File: src/rtl/clkmask_pkg.sv
package clkmask_pkg;

    typedef enum logic [2:0] {
        ST_IDLE,
        ST_LOAD,
        ST_SHIFT_LO,
        ST_SHIFT_HI,
        ST_DONE
    } ld_state_e;

endpackage

File: src/rtl/clkmask_fsm.sv
module clkmask_fsm
    import clkmask_pkg::*;
#(
    parameter int MASK_W = 16
) (
    input  logic      clk,
    input  logic      rst_n,
    input  logic      sense_n,
    output ld_state_e state,
    output logic      capture,
    output logic      finish
);

    localparam int CNT_W = $clog2(MASK_W + 1);
    localparam logic [CNT_W-1:0] CNT_LAST = CNT_W'(MASK_W);

    ld_state_e        nxt;
    logic [CNT_W-1:0] cnt;

    // state register
    always_ff @(posedge clk or negedge rst_n) begin
        if (!rst_n) begin
            state <= ST_IDLE;
            cnt   <= '0;
        end else begin
            state <= nxt;
            if (state == ST_SHIFT_LO) begin
                cnt <= cnt + 1'b1;
            end
        end
    end

    always_comb begin
        nxt = state;
        unique case (state)
            ST_IDLE:     if (!sense_n) nxt = ST_LOAD;
            ST_LOAD:     nxt = ST_SHIFT_LO;
            ST_SHIFT_LO: nxt = ST_SHIFT_HI;
            ST_SHIFT_HI: nxt = (cnt == CNT_LAST) ? ST_DONE : ST_SHIFT_LO;
            ST_DONE:     nxt = ST_DONE;
            default:     nxt = ST_IDLE;
        endcase
    end

    assign capture = (state == ST_SHIFT_LO);
    assign finish  = (state == ST_SHIFT_HI) && (cnt == CNT_LAST);

    AST_CNT_BOUND: assert property (@(posedge clk) disable iff (!rst_n)
        cnt <= CNT_LAST) else $error("shift count overran");

    AST_LOAD_TO_SHIFT: assert property (@(posedge clk) disable iff (!rst_n)
        (state == ST_LOAD) |=> (state == ST_SHIFT_LO)) else $error("load not single");

endmodule

File: src/rtl/clkmask_shifter.sv
module clkmask_shifter #(
    parameter int MASK_W   = 16,
    parameter int SELF_BIT = 1
) (
    input  logic              clk,
    input  logic              rst_n,
    input  logic              capture,
    input  logic              finish,
    input  logic              ser_in,
    input  logic              done,
    input  logic              cfg_wr,
    input  logic [MASK_W-1:0] cfg_wdata,
    output logic [MASK_W-1:0] clk_mask
);

    localparam logic [MASK_W-1:0] SELF_CLR = ~(MASK_W'(1) << SELF_BIT);

    logic [MASK_W-1:0] shreg;

    always_ff @(posedge clk or negedge rst_n) begin
        if (!rst_n) begin
            shreg    <= '0;
            clk_mask <= '0;
        end else begin
            if (capture) begin
                shreg <= {shreg[MASK_W-2:0], ser_in};
            end
            if (finish) begin
                clk_mask <= shreg & SELF_CLR;
            end else if (done && cfg_wr) begin
                clk_mask <= cfg_wdata & SELF_CLR;
            end
        end
    end

    AST_SELF_BIT_LOW: assert property (@(posedge clk) disable iff (!rst_n)
        !clk_mask[SELF_BIT]) else $error("self clock bit set");

    AST_MASK_HOLD: assert property (@(posedge clk) disable iff (!rst_n)
        (!finish && !(done && cfg_wr)) |=> $stable(clk_mask)) else $error("mask moved");

endmodule

File: src/rtl/clkmask_pinmux.sv
module clkmask_pinmux #(
    parameter int GPIO_W   = 4,
    parameter int LD_PIN   = 2,
    parameter int SCLK_PIN = 0
) (
    input  logic              seq_mode,
    input  logic              ld_lvl,
    input  logic              sclk_lvl,
    input  logic [GPIO_W-1:0] reg_out,
    input  logic [GPIO_W-1:0] reg_oe,
    output logic [GPIO_W-1:0] gpio_out,
    output logic [GPIO_W-1:0] gpio_oe
);

    for (genvar i = 0; i < GPIO_W; i++) begin : g_pin
        if (i == LD_PIN) begin : g_ld
            assign gpio_out[i] = seq_mode ? ld_lvl : reg_out[i];
            assign gpio_oe[i]  = seq_mode | reg_oe[i];
        end else if (i == SCLK_PIN) begin : g_sclk
            assign gpio_out[i] = seq_mode ? sclk_lvl : reg_out[i];
            assign gpio_oe[i]  = seq_mode | reg_oe[i];
        end else begin : g_other
            assign gpio_out[i] = reg_out[i];
            assign gpio_oe[i]  = seq_mode ? 1'b0 : reg_oe[i];
        end
    end

endmodule

File: src/rtl/clkmask_loader.sv
module clkmask_loader
    import clkmask_pkg::*;
#(
    parameter int MASK_W   = 16,
    parameter int SELF_BIT = 1,
    parameter int GPIO_W   = 4,
    parameter int LD_PIN   = 2,
    parameter int SCLK_PIN = 0
) (
    input  logic              clk,
    input  logic              prst_n,
    input  logic              sec_rst_sense_n,
    input  logic              sw_sec_rst,
    input  logic              ser_in,
    input  logic [GPIO_W-1:0] gpio_reg_out,
    input  logic [GPIO_W-1:0] gpio_reg_oe,
    output logic [GPIO_W-1:0] gpio_out,
    output logic [GPIO_W-1:0] gpio_oe,
    input  logic              cfg_wr,
    input  logic [MASK_W-1:0] cfg_wdata,
    output logic [MASK_W-1:0] clk_mask,
    output logic              sec_rst_n,
    output logic              busy,
    output logic              done
);

    ld_state_e state;
    logic      capture;
    logic      finish;
    logic      ld_lvl;
    logic      sclk_lvl;

    clkmask_fsm #(.MASK_W(MASK_W)) u_fsm (
        .clk     (clk),
        .rst_n   (prst_n),
        .sense_n (sec_rst_sense_n),
        .state   (state),
        .capture (capture),
        .finish  (finish)
    );

    clkmask_shifter #(.MASK_W(MASK_W), .SELF_BIT(SELF_BIT)) u_shift (
        .clk       (clk),
        .rst_n     (prst_n),
        .capture   (capture),
        .finish    (finish),
        .ser_in    (ser_in),
        .done      (done),
        .cfg_wr    (cfg_wr),
        .cfg_wdata (cfg_wdata),
        .clk_mask  (clk_mask)
    );

    // state-decoded outputs
    always_comb begin
        ld_lvl   = 1'b1;
        sclk_lvl = 1'b0;
        busy     = 1'b0;
        done     = 1'b0;
        unique case (state)
            ST_IDLE:     ;
            ST_LOAD:     begin ld_lvl = 1'b0; busy = 1'b1; end
            ST_SHIFT_LO: busy = 1'b1;
            ST_SHIFT_HI: begin sclk_lvl = 1'b1; busy = 1'b1; end
            ST_DONE:     done = 1'b1;
            default:     ;
        endcase
    end

    assign sec_rst_n = done & ~sw_sec_rst;

    clkmask_pinmux #(.GPIO_W(GPIO_W), .LD_PIN(LD_PIN), .SCLK_PIN(SCLK_PIN)) u_pins (
        .seq_mode (~done),
        .ld_lvl   (ld_lvl),
        .sclk_lvl (sclk_lvl),
        .reg_out  (gpio_reg_out),
        .reg_oe   (gpio_reg_oe),
        .gpio_out (gpio_out),
        .gpio_oe  (gpio_oe)
    );

    AST_LOAD_SINGLE: assert property (@(posedge clk) disable iff (!prst_n)
        (!done && !gpio_out[LD_PIN]) |=> gpio_out[LD_PIN]) else $error("load low twice");

    AST_RST_HELD: assert property (@(posedge clk) disable iff (!prst_n)
        !done |-> !sec_rst_n) else $error("secondary reset released early");

    AST_DONE_STICKY: assert property (@(posedge clk) disable iff (!prst_n)
        done |=> (done && !busy)) else $error("done dropped");

    AST_PINS_RELEASED: assert property (@(posedge clk) disable iff (!prst_n)
        done |-> (gpio_oe == gpio_reg_oe)) else $error("pins not released");

endmodule

File: config.mk
export PLATFORM = sky130hd
export DESIGN_NAME = clkmask_loader
export DESIGN_NICKNAME = d
export VERILOG_FILES = /design/src/rtl/clkmask_pkg.sv /design/src/rtl/clkmask_fsm.sv /design/src/rtl/clkmask_shifter.sv /design/src/rtl/clkmask_pinmux.sv /design/src/rtl/clkmask_loader.sv
export SDC_FILE = /design/constraint.sdc
export NUM_CORES = 1
export LEC_CHECK = 0
export BUFFER_PORTS_ARGS = -buffer_cell sky130_fd_sc_hd__buf_2
export CAP_MARGIN = 20
export CORE_AREA = 8 8 68 70
export DETAILED_ROUTE_END_ITERATION = 6
export DIE_AREA = 0 0 76 78
export PLACE_DENSITY = 0.88
export RECOVER_POWER = 50
export SLEW_MARGIN = 20
export SYNTH_ARGS = -nofsm -noshare
export SYNTH_HDL_FRONTEND = slang
export SYNTH_SLANG_ARGS = --single-unit
File: constraint.sdc
create_clock -name clk -period 3 [get_ports clk]
set_input_delay 0.45 -clock clk [delete_from_list [all_inputs] [get_ports clk]]
set_output_delay 0.45 -clock clk [all_outputs]
set_load 0.02 [all_outputs]
==> flow_summary.json <==
{
  "outcome": "finished with violations",
  "violations": "capacitance limit, slew limit",
  "totalWireLength_um": 3510,
  "grt_pass1_vias": 1280,
  "core-area_mm2": 0.00355,
  "powerDensity_mw_per_mm2": 455,
  "yosys.area.top_type_share_pct": 53.1,
  "critPathLaunchType": "flip-flop",
  "worstHoldPathCells": 2,
  "crit_slowest_cell": "nand3_1",
  "p_seq_share_pct": 59.7,
  "clk_pin_slew_ns": 0.10,
  "die_x_um": 76,
  "syn-instance-count": 130,
  "worstSkewPairLatency_ns": 0.34,
  "finalHoldViolCount": 0,
  "place_congestion": 0.802,
  "syn-num-nets": 162,
  "dp_hpwl_um": 2640,
  "cts_hold_buf": 0,
  "h-tree-depth": 2,
  "fillers": 302,
  "fin_skew_ns": 0.00816,
  "grt_pass1_wl_um": 5980,
  "avgSynthCellArea_um2": 14.1,
  "rows": 22,
  "synth_compound_area_share_pct": 1.91,
  "synth_mux_area_share_pct": 30.2,
  "setup_viol": 0,
  "peakVddDrop_v": 0.000355,
  "synth.largest_area_cell": "dfrtp_1",
  "grt_usage_pct": 12.4,
  "yosysSeqAreaShare_pct": 53.1,
  "antenna_found_initial": 0,
  "critPathBufInv": 1,
  "netlist_top_cells_area": "dfrtp_1, mux2_2, mux2_4",
  "ios": 57,
  "synth_xor_area_share_pct": 1.91,
  "p_switching_w": 0.000246,
  "yosysWarnings": 0,
  "tightest_slew_ns": 2.01,
  "rsz0062_at_grt": "no",
  "switching_share_pct": 25.5,
  "die_h_um": 78,
  "first_pass_iters": 4,
  "rr_worst_depth": 5,
  "synth_seq_cells": 39,
  "vias_per_cell": 5.13,
  "fin_crit_ns": 2.19,
  "grt_max_degree": 40,
  "cts_setup_buffers": 0,
  "vias": 1164,
  "critical_path_arrival_ns": 2.42,
  "cp_data_required_time_ns": 3.23,
  "post-place-ws_ns": 0.779,
  "drive_gt1_share_pct": 52.5,
  "p_leak_nw": 0.970,
  "syn-cell-area_mm2": 0.00184,
  "cpPeakStageDelay_ns": 0.61,
  "cts_made_buffers": 5,
  "post-route-drc-count": 0,
  "wl_per_cell_um": 15.4,
  "dp.cells": 221,
  "final_cells": 227,
  "synth_cell_type_count": 25,
  "final_antenna_net_count": 0,
  "cp_max_fo": 16,
  "slew_viol_final": 40,
  "internal-power_w": 0.000717,
  "cts_resized": 0,
  "slew_headroom_pct": -34.1,
  "grt_overflow": 0,
  "mostFrequentLayoutCell": "buf_2",
  "start_util_pct": 51.8,
  "detail_route.iter0.violations": 29,
  "fp.dieArea_mm2": 0.00593,
  "critPathKind": "reg2reg",
  "antenna_cells": 0,
  "hold_path.class": "in2reg",
  "end_kind": "flip-flop",
  "regToRegSetupSlack_ns": 0.81,
  "root_buffer": "clkbuf_4",
  "crit_chain": "inv_1 -> ha_1 -> nor3b_1 -> nand3_1 -> mux2_2",
  "comb_power_share_pct": 16.0,
  "max_freq_mhz": 456,
  "finalSetupTns_ns": 0,
  "layout_common_cells": "buf_2, dfrtp_1, mux2_2, mux2_4, clkbuf_1",
  "synth_fa_ha_area_share_pct": 1.36,
  "fin_crit_sh_pct": 73.1,
  "synth-simple-area-share_pct": 6.33,
  "io_buffers": 50,
  "nNetsFinal": 212,
  "max-cap-violations": 1,
  "cts_tree": "yes",
  "synth_top_family_by_area": "multiplexers",
  "setup_ws_ns": 0.806,
  "pwr-share-clk_pct": 24.4,
  "area_delta_synth_final_pct": 15.0,
  "cts.sinks": 39,
  "clk_path_buf_depth": 2,
  "cp.depth": 5,
  "crit_family": "simple AND/OR/NAND/NOR gates"
}
[sequential cells by signal, summed over array words and instances, names as in the netlist]
register	cells
u_shift.shreg	16
u_shift.clk_mask	15
u_fsm.cnt	5
u_fsm.state	3
[power groups by stage]
| stage | clock, W | sequential, W | combinational, W |
|---|---|---|---|
| after floorplan | 0 | 0.000607 | 0.0000803 |
| after global placement | 0 | 0.000582 | 0.000155 |
| after CTS | 0.000244 | 0.000575 | 0.000160 |
| after detailed placement | 0 | 0.000585 | 0.000160 |
| after global routing | 0.000263 | 0.000579 | 0.000167 |
| final | 0.000235 | 0.000574 | 0.000154 |
[path summary, 6_finish.rpt]
| kind | startpoint | to |
|---|---|---|
| worst min register to register | u_fsm.cnt[4] | u_fsm.cnt[4] |
| worst min-delay path | sec_rst_sense_n | u_fsm.state[0] |
| worst max-delay path | u_fsm.cnt[0] | u_shift.clk_mask[6] |
| worst max register to register | u_fsm.cnt[0] | u_shift.clk_mask[6] |
| min in group asynchronous | prst_n | u_shift.clk_mask[6] |
| max in group asynchronous | prst_n | u_fsm.cnt[2] |
[layer usage]
metal  GRT usage, %  part of all wire (%)
met5              0                     0
met4           4.31                   1.8
met3           6.45                   8.2
met2           20.2                    48
met1           13.6                    41
[kinds of logic (layout without fill, tap and decap cells)]
family          count (synthesis)  after routing
fa+ha+maj                       2              2
buf+inv                        13             62
other cells                     1              1
flops                          39             39
simple gates                   20             20
mux                            46             46
compound gates                  5              5
xor+xnor                        4              4
[Yosys cell counts]
library cell / n
inv_1: 4
xnor2_1: 4
buf_6: 1
mux2_2: 36
dfrtp_1: 39
and3_1: 2
nor3b_1: 3
nor2b_1: 1
a211oi_1: 1
buf_2: 3
nand3_1: 1
nand2_1: 4
and4bb_1: 1
and2_1: 1
nor2_1: 3
o21ai_0: 2
buf_12: 1
mux2_4: 10
nand4_1: 2
buf_4: 4
conb_1: 1
a311oi_1: 1
a22o_1: 1
ha_1: 2
nand2b_1: 2
[metrics by stage]
stage                     total power [W]  utilization (%)  hold WS, ns  instance area [um2]
after global routing              0.00101             59.5        0.288                 2110
final                            0.000963             59.5        0.307                 2110
after detailed placement         0.000745             58.9        0.473                 2090
after CTS                        0.000979             60.1        0.227                 2130
after global placement           0.000737             58.9        0.451                 2090
after floorplan                  0.000688                -        0.154                 1840
[area by class of cell]
class,instances,area (um2),share of cell area (%)
Sequential cell,39,976,46.2
Timing Repair Buffer,52,251,11.9
Multi-Input combinational cell,78,771,36.4
Inverter,4,15.0,0.710
Tap cell,48,60.1,2.84
Clock buffer,6,41.3,1.95
No activity file was read; power rests on OpenSTA's default activity.
